--- src/rtl/pwrdn_pkg.sv ---
package pwrdn_pkg;

  typedef enum logic [2:0] {
    ST_RUN     = 3'd0,
    ST_DRAIN   = 3'd1,
    ST_VCO_OFF = 3'd2,
    ST_DOWN    = 3'd3,
    ST_WAKE    = 3'd4
  } pd_state_t;

  localparam logic [1:0] FN_NORMAL   = 2'b00;
  localparam logic [1:0] FN_TEST     = 2'b01;
  localparam logic [1:0] FN_SPREAD   = 2'b10;
  localparam logic [1:0] FN_TRISTATE = 2'b11;

endpackage

--- src/rtl/pwrdn_sync.sv ---
module pwrdn_sync #(
  parameter int   WIDTH   = 1,
  parameter int   STAGES  = 2,
  parameter logic RST_VAL = 1'b1
) (
  input  logic             clk,
  input  logic             rst,
  input  logic [WIDTH-1:0] d,
  output logic [WIDTH-1:0] q
);

  logic [WIDTH-1:0] stg [STAGES];

  always_ff @(posedge clk) begin
    if (rst) begin
      for (int i = 0; i < STAGES; i++) stg[i] <= {WIDTH{RST_VAL}};
    end else begin
      stg[0] <= d;
      for (int i = 1; i < STAGES; i++) stg[i] <= stg[i-1];
    end
  end

  assign q = stg[STAGES-1];

endmodule

--- src/rtl/pwrdn_hold_bank.sv ---
module pwrdn_hold_bank #(
  parameter int NGRP  = 3,
  parameter int NSTOP = 2
) (
  input  logic             clk,
  input  logic             rst,
  input  logic             force_hold,
  input  logic             drain,
  input  logic             run,
  input  logic [NSTOP-1:0] stop_act,
  input  logic [NGRP-1:0]  cycle_end,
  output logic [NGRP-1:0]  hold
);

  for (genvar g = 0; g < NGRP; g++) begin : g_grp
    logic want_g;
    logic hold_r;

    if (g < NSTOP) begin : g_stoppable
      assign want_g = drain | (run & stop_act[g]);
    end else begin : g_fixed
      assign want_g = drain;
    end

    // park or release only at the group's own cycle boundary
    always_ff @(posedge clk) begin
      if (rst)               hold_r <= 1'b0;
      else if (force_hold)   hold_r <= 1'b1;
      else if (cycle_end[g]) hold_r <= want_g;
    end

    assign hold[g] = hold_r;
  end

endmodule

--- src/rtl/pwrdn_wake_timer.sv ---
module pwrdn_wake_timer #(
  parameter int TICKS = 42955
) (
  input  logic clk,
  input  logic rst,
  input  logic load,
  input  logic active,
  input  logic ref_tick,
  output logic done
);

  localparam int CW = $clog2(TICKS + 1);

  logic [CW-1:0] cnt;

  always_ff @(posedge clk) begin
    if (rst)
      cnt <= '0;
    else if (load)
      cnt <= CW'(TICKS);
    else if (active && ref_tick && (cnt != '0))
      cnt <= cnt - CW'(1);
  end

  assign done = (cnt == '0);

endmodule

--- src/rtl/pwrdn_mode_dec.sv ---
module pwrdn_mode_dec
  import pwrdn_pkg::*;
(
  input  logic       clk,
  input  logic       rst,
  input  logic       oe,
  input  logic [1:0] func_sel,
  output logic       out_tristate,
  output logic       test_mode,
  output logic       spread_en
);

  always_ff @(posedge clk) begin
    if (rst) begin
      out_tristate <= 1'b0;
      test_mode    <= 1'b0;
      spread_en    <= 1'b0;
    end else begin
      out_tristate <= !oe || (func_sel == FN_TRISTATE);
      test_mode    <= oe && (func_sel == FN_TEST);
      spread_en    <= oe && (func_sel == FN_SPREAD);
    end
  end

endmodule

--- src/rtl/pwrdn_sequencer.sv ---
module pwrdn_sequencer
  import pwrdn_pkg::*;
#(
  parameter int NGRP       = 3,
  parameter int NSTOP      = 2,
  parameter int SYNC_STAGES = 2,
  parameter int WAKE_TICKS = 42955
) (
  input  logic             clk,
  input  logic             rst,
  input  logic             pd_req_n,
  input  logic [NSTOP-1:0] stop_req_n,
  input  logic [NGRP-1:0]  cycle_end,
  input  logic             ref_tick,
  input  logic             oe,
  input  logic [1:0]       func_sel,
  output logic             osc_en,
  output logic             vco_en,
  output logic [NGRP-1:0]  hold_low,
  output logic             ref_hold,
  output logic             port_tristate,
  output logic             out_tristate,
  output logic             test_mode,
  output logic             spread_en
);

  pd_state_t        state_q, state_d;
  logic             pd_s;
  logic [NSTOP-1:0] stop_s;
  logic             pd_act;
  logic             wake_done;
  logic             force_hold;

  pwrdn_sync #(.WIDTH(1), .STAGES(SYNC_STAGES), .RST_VAL(1'b1)) u_pd_sync (
    .clk(clk), .rst(rst), .d(pd_req_n), .q(pd_s)
  );

  pwrdn_sync #(.WIDTH(NSTOP), .STAGES(SYNC_STAGES), .RST_VAL(1'b1)) u_stop_sync (
    .clk(clk), .rst(rst), .d(stop_req_n), .q(stop_s)
  );

  assign pd_act     = !pd_s;
  assign force_hold = (state_q == ST_VCO_OFF) || (state_q == ST_DOWN) ||
                      (state_q == ST_WAKE);

  always_comb begin
    state_d = state_q;
    case (state_q)
      ST_RUN:     if (pd_act) state_d = ST_DRAIN;
      ST_DRAIN:   if (&hold_low) state_d = ST_VCO_OFF;
      ST_VCO_OFF: state_d = ST_DOWN;
      ST_DOWN:    if (!pd_act) state_d = ST_WAKE;
      ST_WAKE: begin
        if (pd_act)         state_d = ST_VCO_OFF;
        else if (wake_done) state_d = ST_RUN;
      end
      default:    state_d = ST_RUN;
    endcase
  end

  always_ff @(posedge clk) begin
    if (rst) begin
      state_q       <= ST_RUN;
      osc_en        <= 1'b1;
      vco_en        <= 1'b1;
      ref_hold      <= 1'b0;
      port_tristate <= 1'b0;
    end else begin
      state_q       <= state_d;
      osc_en        <= (state_d != ST_DOWN);
      vco_en        <= (state_d == ST_RUN) || (state_d == ST_DRAIN) ||
                       (state_d == ST_WAKE);
      ref_hold      <= (state_d != ST_RUN);
      port_tristate <= (state_d != ST_RUN);
    end
  end

  pwrdn_hold_bank #(.NGRP(NGRP), .NSTOP(NSTOP)) u_holds (
    .clk        (clk),
    .rst        (rst),
    .force_hold (force_hold),
    .drain      (state_q == ST_DRAIN),
    .run        (state_q == ST_RUN),
    .stop_act   (~stop_s),
    .cycle_end  (cycle_end),
    .hold       (hold_low)
  );

  pwrdn_wake_timer #(.TICKS(WAKE_TICKS)) u_wake (
    .clk      (clk),
    .rst      (rst),
    .load     ((state_q == ST_DOWN) && !pd_act),
    .active   (state_q == ST_WAKE),
    .ref_tick (ref_tick),
    .done     (wake_done)
  );

  pwrdn_mode_dec u_mode (
    .clk          (clk),
    .rst          (rst),
    .oe           (oe),
    .func_sel     (func_sel),
    .out_tristate (out_tristate),
    .test_mode    (test_mode),
    .spread_en    (spread_en)
  );

endmodule

--- config.mk ---
export PLATFORM = sky130hd
export DESIGN_NAME = pwrdn_sequencer
export DESIGN_NICKNAME = d
export VERILOG_FILES = /design/src/rtl/pwrdn_pkg.sv /design/src/rtl/pwrdn_sync.sv /design/src/rtl/pwrdn_hold_bank.sv /design/src/rtl/pwrdn_wake_timer.sv /design/src/rtl/pwrdn_mode_dec.sv /design/src/rtl/pwrdn_sequencer.sv
export SDC_FILE = /design/constraint.sdc
export NUM_CORES = 1
export LEC_CHECK = 0
export BUFFER_PORTS_ARGS = -buffer_cell sky130_fd_sc_hd__buf_2
export CAP_MARGIN = 15
export CORE_MARGIN = 5
export CORE_UTILIZATION = 60
export DETAILED_ROUTE_END_ITERATION = 7
export GPL_TIMING_DRIVEN = 0
export PLACE_DENSITY_LB_ADDON = 0.1
export SYNTH_ARGS = -nofsm -noshare
export SYNTH_HDL_FRONTEND = slang
export SYNTH_SLANG_ARGS = --single-unit
--- constraint.sdc ---
create_clock -name clk -period 2.9 [get_ports clk]
set_input_delay 0.725 -clock clk [delete_from_list [all_inputs] [get_ports clk]]
set_output_delay 0.725 -clock clk [all_outputs]
set_load 0.005 [all_outputs]
==> results.md, run 1 <==
- Max incr delay on CP: 0.39 ns
- Fin Setup TNS: 0 ns
- Ant diodes: 0
- Hold Path Class: reg -> reg
- Met3 GRT Util: 4.32%
- Placed cell areas: between 1500 and 2000 sq um
- Fmax achieved: around 490 MHz
- Num rows: 19
- Clk pin slew, worst setup/hold paths: ~0.11 ns
- Slew Viols, Final: 0
- Worst R2R Start: u_wake.cnt[0]
- GRT Residual Overflow: 0
- Minimum clock period: between 2 and 2.5 ns
- Port bufs: 21
- EDFF count, synth: 0
- WP data required: approximately 3.1 ns
- R2r endpoint: u_wake.cnt[8]
- WL per Instance: roughly 15 microns
- CP Capture Type: register
- Count of cell types in the netlist: 48
- Worst EP arrival: between 2 and 2.5 ns
- Post-Syn Area: 1640 sq um
- Postcts setup bufs: 0
- Sequential area share after synthesis: around two fifths
- Initial Util: around three fifths
- Net Sw Frac: between 20 and 25%
- Ranking of synthesized cells by area: dfxtp_1 (41%), a31oi_1 (3.4%), a21oi_1 (3.4%)
- Gp weighted congestion: ~0.84
- Layout cells sized above 1: around 23%
- Global router's overall resource usage: approximately a fifth
- Reg power frac: between 50% and 60%
- Slew Limit Headroom: about 61%
- Met1 Use GR: 25.9%
- Worst r2r path cells: 7
- Cells after Synth: around 190
- Clk Tree Root Cell: clkbuf_4
- Initial antenna violation count: 0
- # IOs: 22
- Crit-path max FO: 8
- Syn_nets: ~200
- Post-CTS Hold Buffers: 0
- WHS Path Cells: 1
- Via count: about 1500
- Seq cells post-synth: 34
- # DRC: 0
- Routed Antenna Nets: 0
- Worst-margin pin slew: ~0.58 ns
- Power per standard cell area: 470 nW/um^2
- Die Ht: about 62 microns
- Max Cap Viol: 0
- Part of the power in the clock network: 40.1%
- Core Footprint: 2690 sq um
- CP Cell Sequence: inv_1, ha_1, or3b_1, or2_0, buf_2, nand2b_1, o311a_1
- # setup viols final: 0
- Hpwl dp: 2.69 mm
- Largest net degree at the start of global routing: 13
- Hold worst-path end: u_pd_sync.stg[0][1]
- Clk_lat worst skew: roughly 0.35 ns
- H-tree lvl count: 2
- Die W: 62.3 microns
- Post-CTS Resized: 0
- VDD IR max: approximately 0.48 mV
- Top cell type's share of synthesized area: 41.5%
- Setup Crit Path Kind: reg -> reg
- First-pass iteration count of the detailed router: 4
- Vias in the first global route: approximately 1400
- Area delta synth->final: 13.8%
- TritonCTS clock tree: built
- FFs w/ async S/R, synth: 0%
- First-pass GRT wire length: around 6.3 mm
- Setup WS post-layout: approximately 0.85 ns
- Combinational share of power: 5.4%
- Clock Tree Buf Depth: 2
- NetSw: slightly below 200 uW
- CTS Buf Count: 5
- Finished Cell Area: around 1900 sq um
- Clk_skew: roughly 0.012 ns
- Most numerous cell in the Yosys netlist: dfxtp_1
- Layer with the highest usage: met2
- Status: complete, no violations
- Mapped Avg Cell Area: just under 9 sq um
- M2 GR Usage: between 30% and 40%
- R2r setup slk: 0.85 ns
- Num Clock Sinks: 34
- Leak pwr: between 0.0007 and 0.0008 uW
- CP Launch Type: register
- Total Wirelength: approximately 3.7 mm
- Synth area leader: dfxtp_1
- Delay-heaviest family, CP: simple AND/OR/NAND/NOR gates
- Hold_sp: u_pd_sync.stg[0][0]
- Yosys warns: 0
- Final-stage net count: between 200 and 250
- Final hold vios: 0
- Internal power: approximately 680 uW
- Top FF cell, synth: dfxtp_1
- Iter 0 DRT Violations: 73
- CP max stage cell: or3b_1
- Hold slack: around 0.42 ns
- Post-synth top cells: dfxtp_1 (34), nand2_1 (14), nor2_1 (12), a21oi_1 (11), a31oi_1 (9)
- Drt via density: about 6.1
- Worst path bufs/invs: 2
- Place WS: between 0.6 and 0.7 ns
- RSZ-0062 raised after global routing: false
- Fin crit share: a little over two thirds
- Die area: between 3000 and 4000 sq um
-- layout by cell type (no fill, tap or decap), types with 2 or more instances in the layout --
master	count
dfxtp_1	34
buf_2	23
nand2_1	14
nor2_1	12
a21oi_1	11
a31oi_1	9
inv_1	7
or2_2	7
clkbuf_1	6
nor3_1	5
nand3_1	5
nand2b_1	5
o21ai_0	5
o31ai_1	5
or4_1	5
clkbuf_4	5
buf_4	4
nor4_1	3
nor4bb_1	3
nand4_1	3
o221a_2	3
and3_1	3
or3_1	3
nor4_2	2
a41o_1	2
nand3b_1	2
o41ai_1	2
ha_1	2
clkinvlp_4	2
-- worst max-delay path by stage --
stage / from / endpoint / slack [ns] / depth (start not counted)
finish: u_wake.cnt[0] / u_wake.cnt[8] / 0.85 / 7
floorplan: ref_tick / u_wake.cnt[15] / 0.96 / 5
global route: u_wake.cnt[0] / u_wake.cnt[8] / 0.73 / 7
detailed placement: ref_tick / u_wake.cnt[15] / 0.68 / 6
global placement: ref_tick / u_wake.cnt[15] / 0.68 / 6
CTS: u_wake.cnt[0] / u_wake.cnt[8] / 0.86 / 7
-- power by group through the flow --
stage / Combinational (uW) / Sequential (uW) / Clock (uW)
after floorplan: 26.8 / 490 / 0
after global placement: 45.4 / 490 / 0
after detailed placement: 47.3 / 490 / 0
after CTS: 47.5 / 480 / 356
after global routing: 52.7 / 481 / 388
final: 47.1 / 480 / 352
-- final cells by class --
class / instances / area (sq um)
inverters: 8 / 30.0
repair buffers: 21 / 105
clock inverters: 3 / 45.0
plain buffers: 12 / 62.6
flip-flops and latches: 34 / 681
multi-input cells: 131 / 868
well taps: 31 / 38.8
clock buffers: 5 / 37.5
fillers: 223 / 818
-- logic make-up after synthesis --
family | count (synthesis) | share of synthesized area (%)
buf+inv | 20 | 5.64
compound gates | 47 | 19.9
fa+ha+maj | 2 | 1.52
flops | 34 | 41.5
simple gates | 82 | 31.5
-- through the flow --
stage	cells	util, %	total power [uW]
3_5_place_dp	237	66.5	537
5_1_grt	245	69.5	921
6_report	245	69.5	879
3_3_place_gp	237	66.5	535
4_1_cts	245	69.5	883
2_1_floorplan	185	-	516
-- flip-flops by register name, summed over array words and instances, names as in the netlist --
signal,count
u_mode.spread_en,1
u_holds.g_grp.hold_r,3
port_tristate,1
state_q,3
u_mode.out_tristate,1
u_mode.test_mode,1
u_pd_sync.stg,2
osc_en,1
u_stop_sync.stg,4
vco_en,1
u_wake.cnt,16
-- layer usage --
metal  routed length (microns)  share of wire, %
met4                        59               1.6
met1                      1610                44
met2                      1780                48
met5                         0                 0
met3                       223               6.1
(Power assumes the default switching activity.)
==> inputs of run 2 (changes only) <==
--- a/config.mk
+++ b/config.mk
@@ -8,7 +8,7 @@
 export BUFFER_PORTS_ARGS = -buffer_cell sky130_fd_sc_hd__buf_2
 export CAP_MARGIN = 15
 export CORE_MARGIN = 5
-export CORE_UTILIZATION = 60
+export CORE_UTILIZATION = 56
 export DETAILED_ROUTE_END_ITERATION = 7
 export GPL_TIMING_DRIVEN = 0
 export PLACE_DENSITY_LB_ADDON = 0.1
==> constraint.sdc (replaced) <==
create_clock -name clk -period 2.1 [get_ports clk]
set_input_delay 0.525 -clock clk [delete_from_list [all_inputs] [get_ports clk]]
set_output_delay 0.525 -clock clk [all_outputs]
set_load 0.005 [all_outputs]
==> run 2 against run 1 <==
Net effect: sequential power is 38% higher; final area is 1.1% higher; cell count is 0.82% higher; via count is 3.0% higher.
==> results.md, run 2 (synthesis gave the netlist of run 1 again) <==
- Status: complete, no violations
- Most frequent cells in the layout: dfxtp_1 (32), buf_2 (23), nand2_1 (14)
- Num rows: 19 (unchanged)
- Biggest register: u_wake.cnt
- CP Launch Type: register
- Slew Viols, Final: 0 (unchanged)
- Util after Layout: 67.9% (-1.7 points)
- Register Area: 683 sq um (+0.37%)
- First-pass GRT wire length: 6.20 mm (-1.7%)
- GRT Residual Overflow: 0 (unchanged)
- Total Wirelength: 3.78 mm (+2.7%)
- Crit-path max FO: 8 (unchanged)
- Via count: 1528 (+3.0%)
- Layout cells sized above 1: 25.0% (+2.1 points)
- H-tree lvl count: 2 (unchanged)
- Gp weighted congestion: 0.887 (+5.5%)
- Commonest non-fill, non-tap cell in the layout: dfxtp_1
- Power per standard cell area: 643 nW/um^2 (+37%)
- Max Cap Viol: 0 (unchanged)
- Die Ht: 64.1 microns (+2.9%)
- Fmax achieved: 493 MHz (+1.1%)
- Num Clock Sinks: 34 (unchanged)
- Clock Tree Buf Depth: 2 (unchanged)
- Worst path bufs/invs: 2 (unchanged)
- Final hold vios: 0 (unchanged)
- CP max stage cell: or3b_4
- TritonCTS clock tree: built
- Fin crit share: 96.7% (+26 points)
- Largest net degree at the start of global routing: 13 (unchanged)
- Delay-heaviest family, CP: simple AND/OR/NAND/NOR gates
- Fin Setup TNS: 0 ns (unchanged)
- CP Capture Type: register
- Ant diodes: 0 (unchanged)
- Global router's overall resource usage: 18.8% (-1.2 points)
- Post-CTS Hold Buffers: 0 (unchanged)
- Port bufs: 21 (unchanged)
- Area delta synth->final: 15.0%
- Clk Tree Root Cell: clkbuf_4
- Worst-margin pin slew: 0.558 ns (-0.0236 ns)
- Clk pin slew, worst setup/hold paths: 0.11 ns (about the same)
- # fillers: 221 (-0.90%)
- WL per Instance: 15.3 microns (+1.9%)
- Routed Antenna Nets: 0 (unchanged)
- CTS Buf Count: 5 (unchanged)
- Die W: 64.1 microns (+2.9%)
- Drt via density: 6.19 (+2.1%)
- Leak pwr: 0.000762 uW (+0.75%)
- Minimum clock period: 2.03 ns (-0.0217 ns)
- CP Cell Sequence: inv_1, ha_1, or3b_4, or2_0, buf_2, o311ai_1, o31ai_1
- Max reg flops: 16 (unchanged)
- Worst EP arrival: 2.25 ns (-0.03 ns)
- Slew Limit Headroom: 62.8% (+1.6 points)
- # DRC: 0 (unchanged)
- Setup Crit Path Kind: reg -> reg
- Hpwl dp: 2.69 mm (about the same)
- Clk_lat worst skew: 0.34 ns (about the same)
- Clk_skew: 0.00629 ns (-0.00553 ns)
- WP data required: 2.32 ns (-0.81 ns)
- RSZ-0062 raised after global routing: false
- # setup viols final: 0 (unchanged)
- VDD IR max: 0.662 mV (+39%)
- Iter 0 DRT Violations: 90 (+23%)
- Hold Path Class: in -> reg
- Die area: 4110 sq um (+6.0%)
- Initial Util: 59.0% (-2.1 points)
- Area of the multi-input gates: 871 sq um (+0.29%)
- First-pass iteration count of the detailed router: 4 (unchanged)
- Final-stage net count: 229 (+0.88%)
- Initial antenna violation count: 0 (unchanged)
- Core Footprint: 2780 sq um (+3.5%)
- Vias in the first global route: 1379 (+0.88%)
- Biggest regs: u_wake.cnt x16, u_stop_sync.stg x4
- Max incr delay on CP: 0.39 ns (about the same)
- # IOs: 22 (unchanged)
[run 2: changes by cell type in the layout (fill, tap and decap cells not counted)]
cell	before	now
or3b_4	0	1
dfxtp_1	34	32
dfxtp_2	0	2
or3b_1	1	0
buf_4	4	6
[run 2: final cells by class]
class,count,share of cell area (%)
plain buffers,12,3.31
repair buffers,23,6.36
inverters,8,1.59
flip-flops and latches,34,36.2
clock inverters,3,2.39
well taps,31,2.05
clock buffers,5,1.99
multi-input cells,131,46.1
[run 2: worst register-to-register path, cell delays in order (launching register included)]
cell	delay [ns]
dfxtp_2	0.35
inv_1	0.09
ha_1	0.19
or3b_4	0.39
or2_0	0.19
buf_2	0.17
o311ai_1	0.39
o31ai_1	0.14
[run 2: repair_timing]
| item | in CTS | in global routing |
|---|---|---|
| resized for setup | 0 | 3 |
| endpoints found under the setup margin | 0 | 5 |
| buffers inserted | 0 | 2 |
[run 2: worst paths after layout]
| kind | slack [ns] | endpoint | depth (start not counted) | startpoint |
|---|---|---|---|---|
| min | 0.36 | u_mode.out_tristate | 2 | oe |
| max | 0.07 | u_wake.cnt[14] | 7 | u_wake.cnt[0] |
| max reg2reg | 0.07 | u_wake.cnt[14] | 7 | u_wake.cnt[0] |
| min reg2reg | 0.42 | u_pd_sync.stg[0][1] | 1 | u_pd_sync.stg[0][0] |
[run 2: through the flow]
stage | setup WS (ns) | total power [uW] | area (sq um) | hold WS [ns] | instances
detailed placement | 0.0688 | 742 | 1790 | 0.393 | 237
finish | 0.0698 | 1210 | 1890 | 0.365 | 247
floorplan | 0.250 | 713 | 1640 | 0.389 | 185
CTS | 0.0784 | 1220 | 1870 | 0.360 | 245
global route | 0.00218 | 1270 | 1890 | 0.345 | 247
global placement | 0.0774 | 739 | 1790 | 0.391 | 237
[run 2: power breakdown]
part	internal (uW)	total, uW	switching [uW]
clock network	250	487	237
logic	32.8	64.8	32.0
registers	657	663	6.23
[run 2: layer usage]
layer  share of wire [%]  routed length [microns]  global-route usage, %  up-vias
li1                    -                        -                      -      754
met1                  45                     1710                   24.2      698
met2                  45                     1680                   27.9       63
met3                 7.3                      274                   5.25       13
met4                 2.8                      107                   10.7        0
met5                   0                        0                      0        -
==> inputs of run 3 (changes only) <==
--- a/config.mk
+++ b/config.mk
@@ -8,7 +8,7 @@
 export BUFFER_PORTS_ARGS = -buffer_cell sky130_fd_sc_hd__buf_2
 export CAP_MARGIN = 15
 export CORE_MARGIN = 5
-export CORE_UTILIZATION = 56
+export CORE_UTILIZATION = 51
 export DETAILED_ROUTE_END_ITERATION = 7
 export GPL_TIMING_DRIVEN = 0
 export PLACE_DENSITY_LB_ADDON = 0.1
==> constraint.sdc (replaced) <==
create_clock -name clk -period 1.85 [get_ports clk]
set_input_delay 0.4625 -clock clk [delete_from_list [all_inputs] [get_ports clk]]
set_output_delay 0.4625 -clock clk [all_outputs]
set_load 0.005 [all_outputs]
==> run 3 against run 2 <==
Net effect: the flow now finishes with violations (setup timing); via count increased by 2.8%; sequential share of layout area down 3.3 points; largest cell class unchanged; first-iteration DRC count rose by 81%.
==> results.md, run 3 (synthesis gave the netlist of run 1 again) <==
- Slew Limit Headroom: 62.9% (+0.11 points)
- R2r endpoint: u_wake.cnt[8]
- Leak pwr: 0.000855 uW (+12%)
- RSZ-0062 raised after global routing: true
- Vias in the first global route: 1479 (+7.3%)
- CTS Buf Count: 5 (unchanged)
- Die W: 66.7 microns (+4.0%)
- VDD IR max: 0.688 mV (+3.8%)
- CP Capture Type: register
- R2r setup slk: -0.05 ns (-0.12 ns)
- Fmax achieved: 525 MHz (+6.6%)
- Fin crit share: 103% (+6.3 points)
- Hpwl dp: 2.76 mm (+2.3%)
- Setup Crit Path Kind: reg -> reg
- # IOs: 22 (unchanged)
- Max Cap Viol: 0 (unchanged)
- Clock Tree Buf Depth: 2 (unchanged)
- CP Launch Type: register
- Status: complete, but fails checks
- Worst r2r path cells: 7 (unchanged)
- Biggest register: u_wake.cnt
- Port bufs: 21 (unchanged)
- Final-stage net count: 235 (+2.6%)
- Num Clock Sinks: 34 (unchanged)
- Reg power frac: 48.6% (-6.0 points)
- WHS Path Cells: 2 (unchanged)
- Core Footprint: 3080 sq um (+11%)
- Die Ht: 66.7 microns (+4.0%)
- Drt via density: 5.91 (-4.5%)
- # DRC: 0 (unchanged)
- Iter 0 DRT Violations: 163 (+81%)
- First-pass GRT wire length: 6.88 mm (+11%)
- Hold worst-path end: u_pd_sync.stg[0][0]
- Violated checks: setup timing
- Largest net degree at the start of global routing: 12 (-1)
- Worst-margin pin slew: 0.556 ns (-0.00168 ns)
- Total Wirelength: 4.23 mm (+12%)
- Num rows: 20 (+1)
- Setup WS post-layout: -0.0548 ns (-0.125 ns)
- Via count: 1571 (+2.8%)
- Power per standard cell area: 737 nW/um^2 (+15%)
- # setup viols final: 4 (+4)
- Most frequent cells in the layout: dfxtp_1 (32), buf_2 (21), nand2_1 (14)
- Slew Viols, Final: 0 (unchanged)
- Routed Antenna Nets: 0 (unchanged)
- Layout cells sized above 1: 32.9% (+7.9 points)
- Worst R2R Start: u_wake.cnt[0]
- Worst EP arrival: 2.14 ns (-0.11 ns)
- Initial antenna violation count: 0 (unchanged)
- Max reg flops: 16 (unchanged)
- Hold_sp: pd_req_n
- First-pass iteration count of the detailed router: 4 (unchanged)
- Initial Util: 53.3% (-5.7 points)
- Minimum clock period: 1.90 ns (-0.125 ns)
- Die area: 4450 sq um (+8.3%)
- Clk_lat worst skew: 0.35 ns (about the same)
- Global router's overall resource usage: 20.4% (+1.7 points)
- Crit-path max FO: 8 (unchanged)
- Clk pin slew, worst setup/hold paths: 0.12 ns (about the same)
- Internal power: 1240 uW (+32%)
- Part of the power in the clock network: 46.6% (+6.5 points)
- Gp weighted congestion: 0.871 (-1.8%)
- Util after Layout: 68.0% (+0.13 points)
- Ant diodes: 0 (unchanged)
- CP Launch Point: u_wake.cnt[0]
- NetSw: 305 uW (+11%)
- Place WS: -0.113 ns (-0.182 ns)
- Hold Path Class: in -> reg
- Combinational share of power: 4.9% (-0.4 points)
- Net Sw Frac: 19.8% (-2.9 points)
- Commonest non-fill, non-tap cell in the layout: dfxtp_1
- WP data required: 2.09 ns (-0.23 ns)
- GRT Residual Overflow: 0 (unchanged)
- Clk_skew: 0.0149 ns (+0.00857 ns)
- Area delta synth->final: 27.5%
- Post-CTS Hold Buffers: 0 (unchanged)
- Final hold vios: 0 (unchanged)
- TritonCTS clock tree: built
- Clk Tree Root Cell: clkbuf_4
- WL per Instance: 15.9 microns (+4.0%)
- H-tree lvl count: 2 (unchanged)
- Biggest regs: u_wake.cnt x16, u_stop_sync.stg x4
run 3: worst max-delay path by stage:
stage,end,slack [ns],cells after the start
3_3_place_gp,u_wake.cnt[13],-0.11,6
5_1_grt,u_wake.cnt[8],-0.11,7
2_1_floorplan,u_wake.cnt[8],0.007,7
3_5_place_dp,u_wake.cnt[8],-0.11,7
4_1_cts,u_wake.cnt[12],-0.01,4
6_report,u_wake.cnt[8],-0.05,7
run 3: worst max-delay path, stage by stage, from the launching register on:
cell	delay, ns
dfxtp_4	0.38
inv_4	0.08
ha_4	0.13
or3b_4	0.39
or2_1	0.24
buf_6	0.15
nand2b_4	0.14
o311a_1	0.28
run 3: cell type report:
class	count	area, sq um
Tap cell	44	55.1
Clock inverter	2	60.1
Sequential cell	34	688
Buffer	12	73.8
Multi-Input combinational cell	131	961
Inverter	8	35.0
Clock buffer	6	51.3
Fill cell	261	985
Timing Repair Buffer	29	169
run 3: metrics by stage:
step                      setup TNS [ns]  hold slack (ns)  cells  total power (uW)  cell area (sq um)
after floorplan                        0            0.389    185               809               1640
after global placement            -0.449            0.391    250               840               1800
after detailed placement          -0.668            0.396    250               842               1800
after CTS                        -0.0195            0.288    264              1550               1990
after global routing              -0.751            0.282    266              1600               2090
final                             -0.122            0.292    266              1540               2090
run 3: power by group through the flow:
| stage | combinational (uW) | sequential, uW | clock [uW] |
|---|---|---|---|
| floorplan | 42.0 | 767 | 0 |
| global placement | 71.6 | 768 | 0 |
| detailed placement | 73.9 | 769 | 0 |
| CTS | 74.8 | 752 | 727 |
| global route | 84.5 | 751 | 768 |
| finish | 75.4 | 749 | 718 |
run 3: metal layers:
layer / routed length (microns) / track usage (%) / part of all wire [%]
met1: 1810 / 24.9 / 43
met2: 2080 / 33.5 / 49
met3: 253 / 5.23 / 6.0
met4: 87 / 9.14 / 2.1
met5: 0 / 0 / 0
run 3: repair_timing:
action                                  4_1_cts  5_1_grt
cloned                                        0        0
buffers inserted                              6        2
gates resized for setup                      10       21
pin swaps                                     8        9
endpoints found under the setup margin        8       13
